### config.mk
export PLATFORM = sky130hd
export DESIGN_NAME = msg_commit_latches
export DESIGN_NICKNAME = d
export VERILOG_FILES = /design/src/rtl/msgl_pkg.sv /design/src/rtl/msgl_rst_sync.sv /design/src/rtl/msgl_decode.sv /design/src/rtl/msgl_stage_bank.sv /design/src/rtl/msgl_read_mux.sv /design/src/rtl/msg_commit_latches.sv
export SDC_FILE = /design/constraint.sdc
export NUM_CORES = 1
export LEC_CHECK = 0
export BUFFER_PORTS_ARGS = -buffer_cell sky130_fd_sc_hd__clkbuf_2
export CORE_MARGIN = 4
export CORE_UTILIZATION = 35
export DETAILED_ROUTE_END_ITERATION = 10
export PLACE_DENSITY = 0.6
export SYNTH_ARGS = -nofsm -noshare
export SYNTH_HDL_FRONTEND = slang
export SYNTH_HIERARCHICAL = 1
export SYNTH_SLANG_ARGS = --single-unit
### constraint.sdc
create_clock -name clk -period 16.9 [get_ports clk]
set_input_delay 2.535 -clock clk [delete_from_list [all_inputs] [get_ports clk]]
set_output_delay 2.535 -clock clk [all_outputs]
set_load 0.05 [all_outputs]
### src/rtl/msgl_pkg.sv
package msgl_pkg;
  localparam int unsigned WORD_W = 16;

  function automatic int unsigned max2(input int unsigned a, input int unsigned b);
    return (a > b) ? a : b;
  endfunction
endpackage

### src/rtl/msgl_rst_sync.sv
module msgl_rst_sync (
  input  logic clk,
  input  logic rst_n,
  output logic srst_n
);
  logic [1:0] sync_q;

  always_ff @(posedge clk or negedge rst_n) begin
    if (!rst_n) sync_q <= 2'b00;
    else        sync_q <= {sync_q[0], 1'b1};
  end

  assign srst_n = sync_q[1];
endmodule

### src/rtl/msgl_decode.sv
module msgl_decode #(
  parameter int unsigned NUM_OUT = 6,
  parameter int unsigned NUM_IN  = 5,
  parameter int unsigned ADDR_W  = 3
) (
  input  logic               clk,
  input  logic               srst_n,
  input  logic               cs,
  input  logic               wr,
  input  logic               rd,
  input  logic [ADDR_W-1:0]  addr,
  output logic [NUM_OUT-1:0] wr_strb,
  output logic [NUM_IN-1:0]  rd_strb
);
  logic wr_req;
  logic rd_req;

  assign wr_req = cs & wr;
  assign rd_req = cs & rd;

  for (genvar i = 0; i < NUM_OUT; i++) begin : g_wr
    assign wr_strb[i] = wr_req && (addr == ADDR_W'(i));
  end

  for (genvar j = 0; j < NUM_IN; j++) begin : g_rd
    assign rd_strb[j] = rd_req && (addr == ADDR_W'(j));
  end


  wr_strb_onehot_chk: assert property (@(posedge clk) disable iff (!srst_n)
    $onehot0(wr_strb));


  wr_needs_cs_chk: assert property (@(posedge clk) disable iff (!srst_n)
    (|wr_strb) |-> (cs && wr));


  rd_strb_onehot_chk: assert property (@(posedge clk) disable iff (!srst_n)
    $onehot0(rd_strb));
endmodule

### src/rtl/msgl_stage_bank.sv
module msgl_stage_bank #(
  parameter int unsigned NUM_OUT = 6,
  parameter int unsigned DATA_W  = 16
) (
  input  logic                      clk,
  input  logic                      srst_n,
  input  logic [NUM_OUT-1:0]        wr_strb,
  input  logic [DATA_W-1:0]         wdata,
  input  logic                      word_err,
  input  logic                      msg_start,
  input  logic                      good_blk,
  output logic [NUM_OUT*DATA_W-1:0] dout
);
  logic [NUM_OUT-1:0] wflag_q, wflag_d;
  logic               bad_q, bad_d;
  logic               xfer;
  logic               commit;
  logic [DATA_W-1:0]  cap_q [NUM_OUT];
  logic [DATA_W-1:0]  cap_d [NUM_OUT];
  logic [DATA_W-1:0]  vis_q [NUM_OUT];
  logic [DATA_W-1:0]  vis_d [NUM_OUT];

  assign xfer   = |wr_strb;
  assign commit = good_blk & ~bad_q;

  always_comb begin
    if (msg_start) bad_d = xfer & word_err;
    else           bad_d = bad_q | (xfer & word_err);
  end

  for (genvar i = 0; i < NUM_OUT; i++) begin : g_reg
    always_comb begin
      wflag_d[i] = wflag_q[i];
      if (msg_start || good_blk) wflag_d[i] = 1'b0;
      if (wr_strb[i])            wflag_d[i] = 1'b1;
      cap_d[i] = wr_strb[i] ? wdata : cap_q[i];
      vis_d[i] = (commit && wflag_q[i]) ? cap_q[i] : vis_q[i];
    end

    always_ff @(posedge clk or negedge srst_n) begin
      if (!srst_n) begin
        cap_q[i] <= '0;
        vis_q[i] <= '0;
      end else begin
        if (wr_strb[i])              cap_q[i] <= cap_d[i];
        if (commit && wflag_q[i])    vis_q[i] <= vis_d[i];
      end
    end

    assign dout[i*DATA_W +: DATA_W] = vis_q[i];
  end

  always_ff @(posedge clk or negedge srst_n) begin
    if (!srst_n) begin
      wflag_q <= '0;
      bad_q   <= 1'b0;
    end else begin
      wflag_q <= wflag_d;
      bad_q   <= bad_d;
    end
  end


  dout_hold_chk: assert property (@(posedge clk) disable iff (!srst_n)
    !good_blk |=> $stable(dout));


  bad_msg_block_chk: assert property (@(posedge clk) disable iff (!srst_n)
    (good_blk && bad_q) |=> $stable(dout));


  flags_clear_chk: assert property (@(posedge clk) disable iff (!srst_n)
    (good_blk && !xfer) |=> (wflag_q == '0));


  bad_clear_chk: assert property (@(posedge clk) disable iff (!srst_n)
    (msg_start && !(xfer && word_err)) |=> !bad_q);
endmodule

### src/rtl/msgl_read_mux.sv
module msgl_read_mux #(
  parameter int unsigned NUM_IN = 5,
  parameter int unsigned DATA_W = 16
) (
  input  logic                     clk,
  input  logic                     srst_n,
  input  logic [NUM_IN-1:0]        rd_strb,
  input  logic [NUM_IN*DATA_W-1:0] din,
  output logic [DATA_W-1:0]        rdata,
  output logic                     rdata_oe
);
  always_comb begin
    rdata = '0;
    for (int k = 0; k < NUM_IN; k++) begin
      if (rd_strb[k]) rdata = rdata | din[k*DATA_W +: DATA_W];
    end
  end

  assign rdata_oe = |rd_strb;


  idle_bus_zero_chk: assert property (@(posedge clk) disable iff (!srst_n)
    !rdata_oe |-> (rdata == '0));
endmodule

### src/rtl/msg_commit_latches.sv
module msg_commit_latches #(
  parameter int unsigned NUM_OUT = 6,
  parameter int unsigned NUM_IN  = 5,
  parameter int unsigned DATA_W  = msgl_pkg::WORD_W,
  localparam int unsigned ADDR_W = $clog2(msgl_pkg::max2(NUM_OUT, NUM_IN))
) (
  input  logic                      clk,
  input  logic                      rst_n,
  input  logic                      cs,
  input  logic                      wr,
  input  logic                      rd,
  input  logic [ADDR_W-1:0]         addr,
  input  logic [DATA_W-1:0]         wdata,
  input  logic                      word_err,
  input  logic                      msg_start,
  input  logic                      good_blk,
  input  logic [NUM_IN*DATA_W-1:0]  din,
  output logic [NUM_OUT*DATA_W-1:0] dout,
  output logic [DATA_W-1:0]         rdata,
  output logic                      rdata_oe
);
  logic               srst_n;
  logic [NUM_OUT-1:0] wr_strb;
  logic [NUM_IN-1:0]  rd_strb;

  msgl_rst_sync u_rst (
    .clk    (clk),
    .rst_n  (rst_n),
    .srst_n (srst_n)
  );

  msgl_decode #(.NUM_OUT(NUM_OUT), .NUM_IN(NUM_IN), .ADDR_W(ADDR_W)) u_dec (
    .clk     (clk),
    .srst_n  (srst_n),
    .cs      (cs),
    .wr      (wr),
    .rd      (rd),
    .addr    (addr),
    .wr_strb (wr_strb),
    .rd_strb (rd_strb)
  );

  msgl_stage_bank #(.NUM_OUT(NUM_OUT), .DATA_W(DATA_W)) u_bank (
    .clk       (clk),
    .srst_n    (srst_n),
    .wr_strb   (wr_strb),
    .wdata     (wdata),
    .word_err  (word_err),
    .msg_start (msg_start),
    .good_blk  (good_blk),
    .dout      (dout)
  );

  msgl_read_mux #(.NUM_IN(NUM_IN), .DATA_W(DATA_W)) u_rmux (
    .clk      (clk),
    .srst_n   (srst_n),
    .rd_strb  (rd_strb),
    .din      (din),
    .rdata    (rdata),
    .rdata_oe (rdata_oe)
  );


  oe_qualified_chk: assert property (@(posedge clk) disable iff (!srst_n)
    rdata_oe |-> (cs && rd));
endmodule

* Word level (Yosys, flattened, before mapping)
Index checks and enable logic that the tools add are counted.
Word-level totals: register bits after elaboration 201, bits in latches 0, bits in writable memories 0, bits in read-only memories 0, input port bits 107, output and inout bits 113, logic and storage cells 75, memories kept 0
Operators by class: $add $sub $neg 0, multiply operators 0, div/mod/pow operators 0, magnitude comparators 0, equal/unequal tests 5, shifts and indexed selects 0, mux-type cells 13, bitwise gates (word level) 10, reductions and logical operators 27
Operator list (count):
- $mux 16 | 5
- $or 16x16->16 | 4
- $logic_and 1x1->1 | 17
- $reduce_bool 2->1 | 6
- $mux 1 | 8
- $eq 3x2->1 const B | 2
- $eq 3x3->1 const B | 2
- $reduce_or 6->1 | 1
- $reduce_or 5->1 | 1
- $and 1x1->1 | 4
- $eq 3x1->1 const B | 1
- $logic_not 3->1 | 1
- $logic_or 1x1->1 | 1
- $not 1->1 | 1
- $or 1x1->1 | 1

* Longest topological paths before layout
Gate-level depths: netlist (run 1).
depth in word-level cells 11, depth in mapped cells 7, gate-level depth less buffers 5

* Modules after synthesis
Netlist (run 1), hierarchy kept.
Modules (own cells, without submodules):
- msgl_stage_bank | times used 1, cells an instance 428, area each 7484.7 um^2, seq. area each 4979.8 um^2
- msgl_read_mux | times used 1, cells an instance 61, area each 437.9 um^2, seq. area each 0.0 um^2
- msgl_decode | times used 1, cells an instance 17, area each 123.9 um^2, seq. area each 0.0 um^2
- msgl_rst_sync | times used 1, cells an instance 3, area each 53.8 um^2, seq. area each 50.0 um^2

* Least setup slack after synthesis (run 1)
Ideal clock, no wire load.
path type input port to output port, start point in addr[1], end point out rdata[10], arrival time 3.853 ns, data required time 14.365 ns, slack 10.512 ns, cell stages on the path 7, buffers on the path 3, cells stage by stage buf_2 nor2_1 and4b_2 buf_6 buf_8 a222oi_1 nand2_1
On the way: cells in the longest elaborated chain, start to end 11, elaborated cells between the ends (all ways) 19, those cells by class eq/ne: 4; mux: 5; bitwise: 4; reduce/logical: 6
RTL lines:
- start: declaration | line msg_commit_latches.sv:12 | input logic [ADDR_W-1:0] addr,
- $logic_not 3->1 * | line msgl_decode.sv:26 | assign rd_strb[j] = rd_req && (addr == ADDR_W'(j));
- $logic_and 1x1->1 * | line msgl_decode.sv:26
- named net rd_strb[0] | line msg_commit_latches.sv:24 | logic [NUM_IN-1:0] rd_strb;
- $mux 16 * | line msgl_read_mux.sv:15 | if (rd_strb[k]) rdata = rdata | din[k*DATA_W +: DATA_W];
- $or 16x16->16 | line msgl_read_mux.sv:15
- $mux 16 * | line msgl_read_mux.sv:15
- $or 16x16->16 | line msgl_read_mux.sv:15
- $mux 16 * | line msgl_read_mux.sv:15
- $or 16x16->16 | line msgl_read_mux.sv:15
- $mux 16 * | line msgl_read_mux.sv:15
- $or 16x16->16 | line msgl_read_mux.sv:15
- $mux 16 * | line msgl_read_mux.sv:15
- end: declaration | line msg_commit_latches.sv:19 | output logic [DATA_W-1:0] rdata,
Mark *: on every way through the listed nets, which the timed path passes. The rest lies on a longest branch.

* Worst setup path in the final report (run 1)
start point in addr[2], end point out rdata[6]
On the way: elaborated cells between the ends (all ways) 19, those cells by class eq/ne: 4; mux: 5; bitwise: 4; reduce/logical: 6
RTL lines (line):
- $eq 3x2->1 * | msgl_decode.sv:26
- $logic_and 1x1->1 * | msgl_decode.sv:26
- named net rd_strb[3] | msg_commit_latches.sv:24
- $mux 16 * | msgl_read_mux.sv:15
- $or 16x16->16 | msgl_read_mux.sv:15
- $mux 16 * | msgl_read_mux.sv:15
Marks and branches as above.

==> results.txt, run 1 <==
----------------------------------------------------
[Clock tree]
  # Post-CTS Setup Buffers ... 0
  Clock tree from TritonCTS ... yes
  Clock input transition at the sequential cells of the worst setup and hold paths ... 0.05 ns
  Number of clock sinks seen by CTS ... 201
  Clock latency on the worst-skew pair ... 0.49 ns
  Htree depth ... 1
  Number of resized instances in the post-cts repair step ... 0
  Clock Tree Root ... sky130_fd_sc_hd__clkbuf_16
  Count of hold buffers inserted by post-cts repair ... 0
  Clock buffer count from CTS ... 22
  Buffer levels on the longest clock path ... 3

[GRT]
  Global-route wire length before repair ... 32430 um
  Total global routing track utilization ... 15.75%
  Pin count of the biggest net entering global routing ... 84
  Global route total overflow ... 0
  Initial antenna violation count ... 0
  Via count of the first global-routing pass ... 5570

[Power and ir drop]
  Switching power ... 512.6 uW
  Worst IR drop on VDD ... 74.84 uV
  Int Power ... 993.3 uW
  Switching power as a share of total power ... 34.04%
  Clk pwr share ... 30.1%
  Portion of total power attributed to combinational logic ... 26.9%
  Sequential fraction of design power ... 42.9%
  Power Dens Cells ... 148.6 mW/mm^2
  Static Leak ... 0.005214 uW

[Yosys]
  Mean post-synth cell area ... 15.91 um^2
  Post-synthesis cell area ... 0.008100 mm^2
  Post-Syn Instances ... 509
  Synthesized flop and latch total ... 201
  Net count after synthesis ... 616
  Register area share after synthesis ... 62.09%
  Top FF cell, synth ... sky130_fd_sc_hd__dfrtp_1
  Number of different library cells in the post-synthesis netlist ... 31
  Yosys synthesis warning count ... 6
  Async set or reset register ratio after synthesis ... 100.0%
  EDFF count, synth ... 0

[STA]
  Max Transition Viols Final ... 0
  Fmax achieved ... 0.1420 GHz
  Final Critical Period ... 7.044 ns
  Worst slew pin tran ... 1.223 ns
  Worst slew slack as a fraction of its limit ... 18.16%
  Total Negative Setup Slacks ... 0 ns
  Final setup violating endpoints ... 0
  Hold slack final ... 0.2905 ns
  Setup repair after global routing missed its margin ... no
  Skew final ... 0.01430 ns
  Share of the cycle needed by the critical path after routing ... 41.68%
  Endpoints failing hold ... 0

[Critical path]
  CP Class ... input port to output port
  CP Data Required Time ... 14.37 ns
  Crit Reg-Reg Startpoint ... u_bank/bad_q
  Worst endpoint data arrival time ... 4.51 ns
  Crit end category ... output port
  Maximum net fanout on the critical path ... 17
  Worst Setup Start Kind ... input port
  Launch point of the worst path ... addr[2]

[Run status]
  Run status ... completed

[Drt]
  Routed via count ... 5135
  Via density per instance ... 4.976
  Detailed-route DRC error count ... 0
  Highest routed layer ... met4
  Routed met3 length ... 964 um
  Met1 Routed Length ... 9126 um
  Total routed wirelength ... 20630 um
  Initial detailed-routing violation count ... 432
  ANT nets after route ... 0
  Total met2 wirelength after detailed routing ... 9902 um
  Initial DRT Pass Iterations ... 7
  Average detailed-routed wire length per instance ... 19.99 um

[Final layout]
  Summed area of non-filler cells in the final layout ... 0.01013 mm^2
  Fraction of final layout cells sized beyond drive strength 1 ... 63.05%
  Ant diodes ... 0
  Fill cell instance count of the final layout ... 2094
  Total Nets Final ... 838
  Area added between synthesis and finish ... 25.12%

[Floorplan]
  Row count ... 55
  Chip Width ... 160.1 um
  Die Outline Area ... 0.02564 mm^2
  Starting density of the core ... 35.67%
  Placeable core region ... 0.02271 mm^2
  Die boundary height ... 160.1 um
  I/O pin total ... 220

[Placed design]
  Port buffer count ... 219
  Hpwl dp ... 15200 um
  Total placed instance area ... 0.009433 mm^2
  Gpl congestion ... 0.9242

[Job]
  Count of maximum capacitance violations ... 0

[Hold path]
  Worst min-delay path category ... flop to asynchronous set/reset pin

----------------------------------------------------
power by group through the flow:
stage	Sequential [uW]	Combinational [uW]	Clock (uW)
global route	661	427	492
global placement	651	403	0
finish	646	406	454
CTS	648	411	467
detailed placement	656	410	0
floorplan	833	115	0
registers in the layout (all words and copies together) (netlist names):
register        cells
u_bank/wflag_q      6
u_bank/cap_q       96
u_rst/sync_q        2
u_bank/dout        96
u_bank/bad_q        1
synthesized netlist by cell type (2+ instances only):
cell,count,area (um^2)
sky130_fd_sc_hd__mux2_4,10,150.1
sky130_fd_sc_hd__a21o_1,6,45.04
sky130_fd_sc_hd__a222oi_1,16,160.2
sky130_fd_sc_hd__nor4b_1,2,17.52
sky130_fd_sc_hd__dfrtp_1,201,5030
sky130_fd_sc_hd__nor2_1,4,15.01
sky130_fd_sc_hd__nor3_1,3,15.01
sky130_fd_sc_hd__nand2_1,18,67.56
sky130_fd_sc_hd__nand2_4,6,67.56
sky130_fd_sc_hd__a22oi_1,16,120.1
sky130_fd_sc_hd__mux2_2,181,2038
sky130_fd_sc_hd__buf_6,12,135.1
sky130_fd_sc_hd__buf_2,16,80.08
final timing paths:
path / to / slack (ns) / cells after the start
worst max-delay path: rdata[6] / 9.86 / 6
worst min-delay path: u_bank/cap_q[26] / 0.29 / 0
worst max register to register: u_bank/dout[75] / 15.11 / 3
worst min register to register: u_bank/cap_q[26] / 0.29 / 0
max in group asynchronous: u_rst/sync_q[1] / 14.96 / 1
min in group clk: u_rst/sync_q[1] / 0.35 / 0
critical path: stages:
cell and delay [ns]:
sky130_fd_sc_hd__clkbuf_2 0.17, sky130_fd_sc_hd__nand3b_1 0.25, sky130_fd_sc_hd__nor2_1 0.96, sky130_fd_sc_hd__a22oi_1 0.15, sky130_fd_sc_hd__nand2_1 0.14, sky130_fd_sc_hd__clkbuf_2 0.29
placed cells by master (no fill, tap or decap), types with 9 or more instances in the layout:
cell                        synthesis  routed
sky130_fd_sc_hd__a222oi_1          16      16
sky130_fd_sc_hd__dfrtp_1          201     200
sky130_fd_sc_hd__nand2_1           18      18
sky130_fd_sc_hd__a22oi_1           16      16
sky130_fd_sc_hd__clkbuf_2           0     219
sky130_fd_sc_hd__clkbuf_1           0       9
sky130_fd_sc_hd__buf_4              1       9
sky130_fd_sc_hd__clkbuf_16          0      23
sky130_fd_sc_hd__mux2_2           181     181
sky130_fd_sc_hd__mux2_4            10      10
final cells by class:
| type | count | area [um^2] | area share [%] |
|---|---|---|---|
| multi-input cells | 276 | 2872 | 28.33 |
| clock buffers | 38 | 691.9 | 6.827 |
| clock inverters | 2 | 10.01 | 0.09877 |
| repair buffers | 228 | 1164 | 11.48 |
| inverters | 2 | 7.507 | 0.07407 |
| well taps | 285 | 356.6 | 3.519 |
| flip-flops and latches | 201 | 5034 | 49.67 |
layer usage:
layer	GRT usage [%]	up-vias
li1	-	2307
met1	21.87	2622
met2	25.70	157
met3	2.632	49
met4	4.380	0
met5	0	-
cell families (layout without fill, tap and decap cells):
family	after synthesis	count (layout)	synth area share, %
AOI/OAI and AO/OA	40	40	4.232
buffers and inverters	32	270	3.027
DFF	201	201	62.09
muxes	192	192	27.15
other	1	1	0.04629
and+or+nand+nor	43	43	3.444
metrics by stage:
stage | total power, uW | setup WS [ns] | util (%) | instances
global route | 1580 | 9.650 | 44.63 | 1032
floorplan | 947.4 | 10.51 | - | 509
detailed placement | 1067 | 9.906 | 41.54 | 992
finish | 1506 | 9.856 | 44.63 | 1032
global placement | 1054 | 9.909 | 41.54 | 992
CTS | 1527 | 9.894 | 44.63 | 1032
(Power assumes the default switching activity.)
==> run 2: changes to the inputs <==
- PLACE_DENSITY: 0.6 -> 0.62
- clock period: 16.9 -> 6 ns (I/O delays scaled with it)
==> run 2 against run 1 <==
  * Routed wire length decreased by 5.2%
  * Combinational power grew to 2.8 times the previous value
  * Setup slack got worse by 7.7 ns
  * Via count is 0.58% lower
  * Power grew to 2.9 times the previous value
  * Utilization rose by 0.35 points
  * Clock-buffer cell count is 5 lower
==> results.txt, run 2 (synthesis results as in run 1) <==
----------------------------------------------------
[Run status]
  Run status ... completed

[GRT]
  Initial antenna violation count ... 0 (unchanged)
  Global-route wire length before repair ... 30570 um (-5.7%)
  Pin count of the biggest net entering global routing ... 66 (-21%)
  Global route total overflow ... 0 (unchanged)
  Fraction of met2 tracks used by global routing ... 23.12% (-2.6 points)
  Global routing usage on met1 ... 21.47% (-0.40 points)
  Via count of the first global-routing pass ... 5268 (-5.4%)
  Total global routing track utilization ... 14.86% (-0.90 points)
  Fraction of met3 tracks used by global routing ... 2.581% (-0.052 points)
  Global-route layer with the greatest usage ... met2

[Final layout]
  Commonest cells after routing, fill and taps aside ... 219 x sky130_fd_sc_hd__clkbuf_2, 200 x sky130_fd_sc_hd__dfrtp_1, 181 x sky130_fd_sc_hd__mux2_2
  Fill cell instance count of the final layout ... 2079 (-0.72%)
  Most common library cell in the layout ignoring fill and taps ... sky130_fd_sc_hd__clkbuf_2
  Ant diodes ... 0 (unchanged)
  Area added between synthesis and finish ... 26.09%
  Summed area of non-filler cells in the final layout ... 0.01021 mm^2 (+0.78%)
  Total Nets Final ... 839 (+0.12%)
  Fraction of final layout cells sized beyond drive strength 1 ... 63.86% (+0.80 points)

[STA]
  Fmax achieved ... 0.2606 GHz
  Max Transition Viols Final ... 0 (unchanged)
  Endpoints failing hold ... 0 (unchanged)
  Final Critical Period ... 3.838 ns
  Total Negative Setup Slacks ... 0 ns (unchanged)
  Share of the cycle needed by the critical path after routing ... 63.96%
  Worst slew pin tran ... 1.277 ns (+0.05442 ns)
  Skew final ... 0.009336 ns (-0.004962 ns)
  Worst slew slack as a fraction of its limit ... 14.52% (-3.6 points)
  Setup repair after global routing missed its margin ... no
  Final setup violating endpoints ... 0 (unchanged)

[Critical path]
  CP Data Required Time ... 5.10 ns (-9.27 ns)
  Crit Reg-Reg Startpoint ... u_rst/sync_q[1]
  Worst Setup Start Kind ... input port
  Crit end category ... output port
  Reg2Reg Setup Slack ... 4.03 ns (-11.08 ns)
  Worst endpoint data arrival time ... 2.94 ns (-1.57 ns)
  Maximum net fanout on the critical path ... 17 (unchanged)
  FF-to-FF End ... u_bank/dout[16]
  Register-to-Register Path Depth ... 2 (-1)
  CP Class ... input port to output port

[Job]
  Count of maximum capacitance violations ... 0 (unchanged)

[Power and ir drop]
  Worst IR drop on VDD ... 222.0 uV (+200%)
  Static Leak ... 0.005253 uW (+0.73%)
  Power Dens Cells ... 425.4 mW/mm^2 (+190%)

[Drt]
  Average detailed-routed wire length per instance ... 18.95 um (-5.2%)
  Initial detailed-routing violation count ... 330 (-24%)
  Detailed-route DRC error count ... 0 (unchanged)
  Initial DRT Pass Iterations ... 6 (-1)
  Routed via count ... 5105 (-0.58%)
  Total routed wirelength ... 19560 um (-5.2%)
  ANT nets after route ... 0 (unchanged)
  Via density per instance ... 4.947 (-0.58%)

[Clock tree]
  Count of hold buffers inserted by post-cts repair ... 0 (unchanged)
  Number of resized instances in the post-cts repair step ... 0 (unchanged)
  Clock input transition at the sequential cells of the worst setup and hold paths ... 0.06 ns (about the same)
  # Post-CTS Setup Buffers ... 0 (unchanged)
  Htree depth ... 1 (unchanged)
  Clock tree from TritonCTS ... yes
  Clock latency on the worst-skew pair ... 0.49 ns (about the same)
  Number of clock sinks seen by CTS ... 201 (unchanged)
  Clock buffer count from CTS ... 22 (unchanged)
  Clock Tree Root ... sky130_fd_sc_hd__clkbuf_16
  Buffer levels on the longest clock path ... 3 (unchanged)

[Placed design]
  Total placed instance area ... 0.009440 mm^2 (about the same)
  Hpwl dp ... 13720 um (-9.8%)
  Gpl congestion ... 0.8589 (-7.1%)
  Port buffer count ... 219 (unchanged)

[Floorplan]
  I/O pin total ... 220 (unchanged)
  Row count ... 55 (unchanged)
  Placeable core region ... 0.02271 mm^2 (unchanged)
  Die Outline Area ... 0.02564 mm^2 (unchanged)
  Die boundary height ... 160.1 um (unchanged)
  Starting density of the core ... 35.67% (unchanged)
  Chip Width ... 160.1 um (unchanged)

[Hold path]
  Worst min-delay path category ... input port to asynchronous set/reset pin

----------------------------------------------------
==> run 2: cell count changes in the layout (fill, tap and decap cells not counted), sizes merged <==
| cell | previous run | this run |
|---|---|---|
| buf | 9 | 10 |
| clkbuf | 257 | 252 |
| clkinvlp | 0 | 1 |
| bufinv | 0 | 2 |
| inv | 2 | 3 |
==> run 2: cell type report <==
type	instances	area (um^2)	area share [%]
clock buffer	33	683.2	6.689
clock inverter	6	90.09	0.8820
inverter	2	7.507	0.07350
multi-input combinational	276	2872	28.11
sequential	201	5034	49.28
tap	285	356.6	3.491
timing repair buffer	229	1171	11.47
==> run 2: through the flow <==
step                util [%]  worst slack (ns)  std cells  power (uW)  hold WS [ns]
detailed placement     41.57             2.289        993        2980        0.3364
finish                 44.98             2.162       1032        4344        0.1792
floorplan                  -             2.689        509        2668        0.3311
global placement       41.57             2.400        993        2963        0.3342
global route           44.98             2.083       1032        4555        0.1569
CTS                    44.98             2.294       1032        4416        0.1520
==> run 2: where the power goes <==
group / leakage [uW] / switching, uW / internal, uW
registers: 0.00257 / 156 / 1660
clock network: 0.000378 / 529 / 873
logic: 0.00230 / 767 / 361
total: 0.00525 / 1450 / 2890
==> run 2: how the worst max path moves through the flow <==
| stage | slack [ns] | depth (start not counted) | startpoint | to |
|---|---|---|---|---|
| after floorplan | 2.69 | 0 | u_rst/sync_q[1] | u_bank/bad_q |
| after global placement | 2.40 | 6 | addr[2] | rdata[8] |
| after detailed placement | 2.29 | 6 | addr[2] | rdata[0] |
| after CTS | 2.29 | 6 | addr[2] | rdata[0] |
| after global routing | 2.08 | 6 | addr[2] | rdata[0] |
| final | 2.16 | 6 | addr[2] | rdata[0] |
==> run 2: worst max-delay path, cell delays in order <==
cell and delay (ns):
sky130_fd_sc_hd__clkbuf_2 0.17, sky130_fd_sc_hd__nand3b_1 0.24, sky130_fd_sc_hd__nor2_1 0.99, sky130_fd_sc_hd__a22oi_1 0.22, sky130_fd_sc_hd__nand2_1 0.13, sky130_fd_sc_hd__clkbuf_2 0.28
==> run 2: layer usage <==
metal  vias to the layer above  part of all wire (%)
li1                       2307                     -
met1                      2604                    46
met2                       160                    47
met3                        34                   5.1
met4                         0                   2.6
met5                         -                     0
